--- config.mk ---
export PLATFORM = sky130hd
export DESIGN_NAME = bus_unlock_seq
export DESIGN_NICKNAME = d
export VERILOG_FILES = /design/src/rtl/bus_unlock_pkg.sv /design/src/rtl/bus_unlock_timing_sel.sv /design/src/rtl/bus_unlock_phase_timer.sv /design/src/rtl/bus_unlock_seq.sv
export SDC_FILE = /design/constraint.sdc
export NUM_CORES = 1
export LEC_CHECK = 0
export CORE_ASPECT_RATIO = 0.5
export CORE_UTILIZATION = 58
export CTS_CLUSTER_DIAMETER = 60
export DETAILED_ROUTE_END_ITERATION = 10
export GPL_ROUTABILITY_DRIVEN = 1
export MAX_ROUTING_LAYER = met4
export PLACE_DENSITY = 0.79
export RECOVER_POWER = 100
export SLEW_MARGIN = 10
export SYNTH_ARGS = -nofsm -noshare
export SYNTH_HDL_FRONTEND = slang
export SYNTH_HIERARCHICAL = 1
export SYNTH_SLANG_ARGS = --single-unit
--- constraint.sdc ---
create_clock -name clk -period 4.3 [get_ports clk]
set_input_delay 0.645 -clock clk [delete_from_list [all_inputs] [get_ports clk]]
set_output_delay 0.645 -clock clk [all_outputs]
set_load 0.01 [all_outputs]
--- src/rtl/bus_unlock_pkg.sv ---
package bus_unlock_pkg;

    parameter int unsigned TCNT_W = 16;

    typedef enum logic [2:0] {
        ST_IDLE,
        ST_CLK_LO,
        ST_CLK_HI,
        ST_STA_SU,
        ST_STA_HD,
        ST_STO_LO,
        ST_STO_SU,
        ST_BUS_FREE
    } seq_state_e;

    typedef struct packed {
        logic [TCNT_W-1:0] low;
        logic [TCNT_W-1:0] high;
        logic [TCNT_W-1:0] sta_su;
        logic [TCNT_W-1:0] sta_hd;
        logic [TCNT_W-1:0] sto_su;
        logic [TCNT_W-1:0] free;
    } phase_times_t;

endpackage

--- src/rtl/bus_unlock_timing_sel.sv ---
module bus_unlock_timing_sel
    import bus_unlock_pkg::*;
#(
    parameter int unsigned S_LOW    = 120,
    parameter int unsigned S_HIGH   = 60,
    parameter int unsigned S_SU_STA = 60,
    parameter int unsigned S_HD_STA = 60,
    parameter int unsigned S_SU_STO = 60,
    parameter int unsigned S_BUF    = 120,
    parameter int unsigned F_LOW    = 60,
    parameter int unsigned F_HIGH   = 40,
    parameter int unsigned F_SU_STA = 25,
    parameter int unsigned F_HD_STA = 25,
    parameter int unsigned F_SU_STO = 25,
    parameter int unsigned F_BUF    = 50
) (
    input  logic         fast_i,
    output phase_times_t times_o
);

    localparam phase_times_t SLOW_SET = '{
        low:    TCNT_W'(S_LOW),
        high:   TCNT_W'(S_HIGH),
        sta_su: TCNT_W'(S_SU_STA),
        sta_hd: TCNT_W'(S_HD_STA),
        sto_su: TCNT_W'(S_SU_STO),
        free:   TCNT_W'(S_BUF)
    };

    localparam phase_times_t FAST_SET = '{
        low:    TCNT_W'(F_LOW),
        high:   TCNT_W'(F_HIGH),
        sta_su: TCNT_W'(F_SU_STA),
        sta_hd: TCNT_W'(F_HD_STA),
        sto_su: TCNT_W'(F_SU_STO),
        free:   TCNT_W'(F_BUF)
    };

    always_comb begin
        times_o = fast_i ? FAST_SET : SLOW_SET;
    end

endmodule

--- src/rtl/bus_unlock_phase_timer.sv ---
module bus_unlock_phase_timer
    import bus_unlock_pkg::*;
(
    input  logic              clk,
    input  logic              rst_n,
    input  logic              load_i,
    input  logic [TCNT_W-1:0] load_val_i,
    output logic              expired_o
);

    logic [TCNT_W-1:0] cnt_d, cnt_q;

    // A load of N keeps the caller in its phase for exactly N cycles.
    always_comb begin
        cnt_d = cnt_q;
        if (load_i) begin
            cnt_d = load_val_i - TCNT_W'(1);
        end else if (cnt_q != '0) begin
            cnt_d = cnt_q - TCNT_W'(1);
        end
    end

    always_ff @(posedge clk or negedge rst_n) begin
        if (!rst_n) begin
            cnt_q <= '0;
        end else begin
            cnt_q <= cnt_d;
        end
    end

    assign expired_o = (cnt_q == '0);

endmodule

--- src/rtl/bus_unlock_seq.sv ---
module bus_unlock_seq
    import bus_unlock_pkg::*;
#(
    parameter int unsigned MAX_PULSES = 9,
    parameter int unsigned S_LOW      = 120,
    parameter int unsigned S_HIGH     = 60,
    parameter int unsigned S_SU_STA   = 60,
    parameter int unsigned S_HD_STA   = 60,
    parameter int unsigned S_SU_STO   = 60,
    parameter int unsigned S_BUF      = 120,
    parameter int unsigned F_LOW      = 60,
    parameter int unsigned F_HIGH     = 40,
    parameter int unsigned F_SU_STA   = 25,
    parameter int unsigned F_HD_STA   = 25,
    parameter int unsigned F_SU_STO   = 25,
    parameter int unsigned F_BUF      = 50
) (
    input  logic clk,
    input  logic rst_n,
    input  logic start_i,
    input  logic fast_i,
    input  logic sda_i,
    output logic scl_oe_o,
    output logic sda_oe_o,
    output logic busy_o,
    output logic done_o,
    output logic fail_o
);

    localparam int unsigned PW = $clog2(MAX_PULSES + 1);
    localparam logic [PW-1:0] LAST_PULSE = PW'(MAX_PULSES - 1);

    typedef struct packed {
        seq_state_e    state;
        logic          fast;
        logic [PW-1:0] pulses;
        logic          scl_oe;
        logic          sda_oe;
        logic          done;
        logic          fail;
    } seq_regs_t;

    seq_regs_t r_d, r_q;

    phase_times_t      times;
    logic              mode_sel;
    logic              tmr_load;
    logic [TCNT_W-1:0] tmr_val;
    logic              tmr_exp;

    // The mode comes from the input only on the accepting cycle.
    assign mode_sel = (r_q.state == ST_IDLE) ? fast_i : r_q.fast;

    bus_unlock_timing_sel #(
        .S_LOW   (S_LOW),    .S_HIGH  (S_HIGH),
        .S_SU_STA(S_SU_STA), .S_HD_STA(S_HD_STA),
        .S_SU_STO(S_SU_STO), .S_BUF   (S_BUF),
        .F_LOW   (F_LOW),    .F_HIGH  (F_HIGH),
        .F_SU_STA(F_SU_STA), .F_HD_STA(F_HD_STA),
        .F_SU_STO(F_SU_STO), .F_BUF   (F_BUF)
    ) u_times (
        .fast_i (mode_sel),
        .times_o(times)
    );

    bus_unlock_phase_timer u_timer (
        .clk       (clk),
        .rst_n     (rst_n),
        .load_i    (tmr_load),
        .load_val_i(tmr_val),
        .expired_o (tmr_exp)
    );

    always_comb begin
        r_d      = r_q;
        r_d.done = 1'b0;
        r_d.fail = 1'b0;
        tmr_load = 1'b0;
        tmr_val  = times.low;

        unique case (r_q.state)
            ST_IDLE: begin
                if (start_i) begin
                    r_d.state  = ST_CLK_LO;
                    r_d.fast   = fast_i;
                    r_d.pulses = '0;
                    r_d.scl_oe = 1'b1;
                    tmr_load   = 1'b1;
                    tmr_val    = times.low;
                end
            end
            ST_CLK_LO: begin
                if (tmr_exp) begin
                    r_d.state  = ST_CLK_HI;
                    r_d.scl_oe = 1'b0;
                    tmr_load   = 1'b1;
                    tmr_val    = times.high;
                end
            end
            ST_CLK_HI: begin
                if (tmr_exp) begin
                    r_d.pulses = r_q.pulses + PW'(1);
                    if (sda_i) begin
                        r_d.state = ST_STA_SU;
                        tmr_load  = 1'b1;
                        tmr_val   = times.sta_su;
                    end else if (r_q.pulses == LAST_PULSE) begin
                        r_d.state = ST_IDLE;
                        r_d.fail  = 1'b1;
                    end else begin
                        r_d.state  = ST_CLK_LO;
                        r_d.scl_oe = 1'b1;
                        tmr_load   = 1'b1;
                        tmr_val    = times.low;
                    end
                end
            end
            ST_STA_SU: begin
                if (tmr_exp) begin
                    r_d.state  = ST_STA_HD;
                    r_d.sda_oe = 1'b1;
                    tmr_load   = 1'b1;
                    tmr_val    = times.sta_hd;
                end
            end
            ST_STA_HD: begin
                if (tmr_exp) begin
                    r_d.state  = ST_STO_LO;
                    r_d.scl_oe = 1'b1;
                    tmr_load   = 1'b1;
                    tmr_val    = times.low;
                end
            end
            ST_STO_LO: begin
                if (tmr_exp) begin
                    r_d.state  = ST_STO_SU;
                    r_d.scl_oe = 1'b0;
                    tmr_load   = 1'b1;
                    tmr_val    = times.sto_su;
                end
            end
            ST_STO_SU: begin
                if (tmr_exp) begin
                    r_d.state  = ST_BUS_FREE;
                    r_d.sda_oe = 1'b0;
                    tmr_load   = 1'b1;
                    tmr_val    = times.free;
                end
            end
            ST_BUS_FREE: begin
                if (tmr_exp) begin
                    r_d.state = ST_IDLE;
                    r_d.done  = 1'b1;
                end
            end
            default: begin
                r_d.state  = ST_IDLE;
                r_d.scl_oe = 1'b0;
                r_d.sda_oe = 1'b0;
            end
        endcase
    end

    always_ff @(posedge clk or negedge rst_n) begin
        if (!rst_n) begin
            r_q <= '{state: ST_IDLE, fast: 1'b0, pulses: '0,
                     scl_oe: 1'b0, sda_oe: 1'b0, done: 1'b0, fail: 1'b0};
        end else begin
            r_q <= r_d;
        end
    end

    assign scl_oe_o = r_q.scl_oe;
    assign sda_oe_o = r_q.sda_oe;
    assign busy_o   = (r_q.state != ST_IDLE);
    assign done_o   = r_q.done;
    assign fail_o   = r_q.fail;

endmodule

==> impl_results.md <==
* Die W at 114.4 um
* NumNets Final at 468
* Largest net degree at the start of global routing at 53
* Max Cap Viol at 1
* Fin. Hold Viols at 0
* Synth Area in Compound Gates at 24.21%
* Total track usage at 25.01%
* Proportion of layout cells with a drive suffix above 1 at 6.114%
* Setup crit end kind: register
* Combinational family with the most area after synthesis: compound AO/OA/AOI/OAI gates
* Largest area contributor in the netlist: buf_4
* Number of setup violations in the final report at 0
* Synth top cells by count: buf_4, a21oi_1, dfrtp_1
* Cell area after layout at 3501 sq um
* DRC Markers at 0
* RSZ-0062 raised after global routing: no
* Inst Count DP at 543
* Yosys cell types at 61
* Total wire length at 7589 um
* DR iter-0 viols at 189
* Least-Margin Pin Slew at 1519 ps
* Post-synth EDFFs at 0
* Main synth FF type: dfrtp_1
* Area fraction of the dominant cell type after synthesis at 19.67%
* Die ar. at 6658 sq um
* Routed WL per cell at 13.90 um
* Placer congestion estimate at 0.8534
* Xor and xnor area share after synthesis at 6.933%
* LEAKAGE at 1.396 nW
* Clock skew at 2.798 ps
* Clock tree buffer depth at 2
* Top Ports at 10
* Initial antenna violation count at 0
* Resize count post-CTS at 0
* CTS Buf Count at 3
* Setup CP Type: reg -> reg
* Required time worst endpoint at 4470 ps
* Gr ovfl total at 0
* Worst min path class: reg -> reg
* Worst-path fanout max at 22
* Slew headroom at -1.271%
* Syn_area_per_cell at 7.680 sq um
* Routed via count at 2938
* Critical Path Most Common Cell: buf_4
* Simple-gate share of the synthesized area at 18.27%
* P per Cell Area at 399.4 nW/um^2
* Post-synthesis async set-or-reset flop share at 100.0%
* Util after Layout at 57.57%
* Element type at the critical path start: register
* Die H at 58.20 um
* Ant diodes at 0
* Max Clock Freq at 255.5 MHz
* Root buffer cell: clkbuf_16
* Final period utilization at 91.01%
* DP Area at 3435 sq um
* H-Tree Depth at 1
* Worst-Skew Late Latency at 260 ps
* CP cell instances: nor4_2 > nand3_1 > nor2_2 > buf_4 > o21a_1 > clkbuf_1 > a21oi_1 > o32a_1 > nor3_1 > buf_4 > a32oi_2 > nor4_4 > or3b_1 > o221ai_1
* CP max-delay cell: dfrtp_1
* Via/cell ratio at 5.381
* # hold bufs at CTS at 0
* First-pass GRT wire length at 12680 um
* Synth-to-Final Area Change at -4.440%
* Post-route insts no fill at 546
* Multiplexer share of the synthesized area at 6.148%
* Cells after Synth at 477
* Seq/Total Area, Yosys at 19.13%
* CTS tree: done
* Clk pin slew, worst setup/hold paths at 60 ps
* Initial core utilization at 60.25%
* Post-Syn Area at 3664 sq um
* First-pass detailed-route iteration total at 4
* Post-DP HPWL at 5367 um
* Ranking of synthesized cells by area: buf_4, dfrtp_1, a21oi_1
* Clk sinks at 28
* Most numerous cell in the Yosys netlist: buf_4
* Status: finished, violations left
* Vias in the first global route at 2570
* # rows at 20
* YS warnings at 6
* Port Buffers at 9
* Max Slew Vio Count at 29
* Yosys reg bits at 28
* Crit path largest cell delay at 420 ps
* Core area at 6081 sq um
* VDD IR max at 0.2236 mV
* Adder-cell area share of the yosys netlist at 1.025%
* Final min period at 3913 ps
* Setup TNS at 0 ps
* Post-CTS Setup Repair Bufs at 0
* Antenna-violating nets left at 0
* Failing checks: capacitance limit, slew limit
* Arr. time, crit path at 4080 ps
==> cell families after synthesis <==
logic type | count (synthesis)
multiplexers | 22
buffers and inverters | 133
other | 2
adder cells (fa/ha/maj) | 3
XOR/XNOR | 29
AO/OA/AOI/OAI | 140
flip-flops | 28
AND/OR/NAND/NOR | 120
==> layout make-up <==
cell class,instances,area (sq um)
fill,569,2580
multi-input combinational,394,2382
sequential,28,700.7
timing repair buffer,27,210.2
tap,88,110.1
clock buffer,3,75.07
inverter,6,22.52
==> critical path: cells and delay by family (launching register included) <==
family	cells	cell delay, ps
compound gates	5	990
flops	1	420
buf+inv	3	790
simple gates	6	1600
==> sequential cells by signal, indices dropped and copies added (netlist names) <==
name           flops
done_o             1
fail_o             1
r_q                8
scl_oe_o           1
sda_oe_o           1
u_timer/cnt_q     16
==> per-stage QoR <==
step	power (mW)	hold slack, ps	setup slack (ps)
finish	1.398	490.4	386.6
CTS	1.396	505.5	358.5
floorplan	1.133	349.4	101.2
global placement	1.170	466.1	586.2
global route	1.512	503.6	36.08
detailed placement	1.181	490.3	514.0
==> report_power, final <==
group / leakage [nW] / switching, mW / internal [mW]
clock network: 0.0370 / 0.0839 / 0.123
registers: 0.350 / 0.0958 / 0.356
logic: 1.01 / 0.432 / 0.307
==> metal layers <==
layer	GRT usage [%]	share of wire, %
met1	36.14	49
met5	-	0
met2	38.27	44
met3	2.824	6.0
met4	4.082	0.38
==> worst paths after layout <==
check / from / to / slack (ps) / depth (start not counted)
worst max-delay path: u_timer/cnt_q[7] / u_timer/cnt_q[13] / 390 / 14
worst min register to register: scl_oe_o / scl_oe_o / 490 / 1
worst max register to register: u_timer/cnt_q[7] / u_timer/cnt_q[13] / 390 / 14
max in group asynchronous: rst_n / u_timer/cnt_q[7] / 2120 / 2
min in group asynchronous: rst_n / u_timer/cnt_q[5] / 1290 / 2
worst min-delay path: scl_oe_o / scl_oe_o / 490 / 1
==> cell usage in the layout, fill, tap and decap left out, types with 3 or more instances in the layout <==
cell type      count
conb_1            80
a21oi_1           64
dfrtp_1           28
nand2_1           25
nor2_1            24
o22ai_1           23
mux2i_1           18
o21ai_0           17
xor2_1            15
xnor2_1           14
buf_4             14
o32a_1            13
nor3_1            12
nand3_1            9
nand4_1            8
dlygate4sd3_1      7
inv_1              5
nand2b_1           5
nor3b_1            4
clkbuf_1           4
nand3b_1           3
and2_1             3
or3b_1             3
nor2b_1            3
a31oi_1            3
mux2_1             3
ha_1               3
clkbuf_16          3
(Power assumes the default switching activity.)
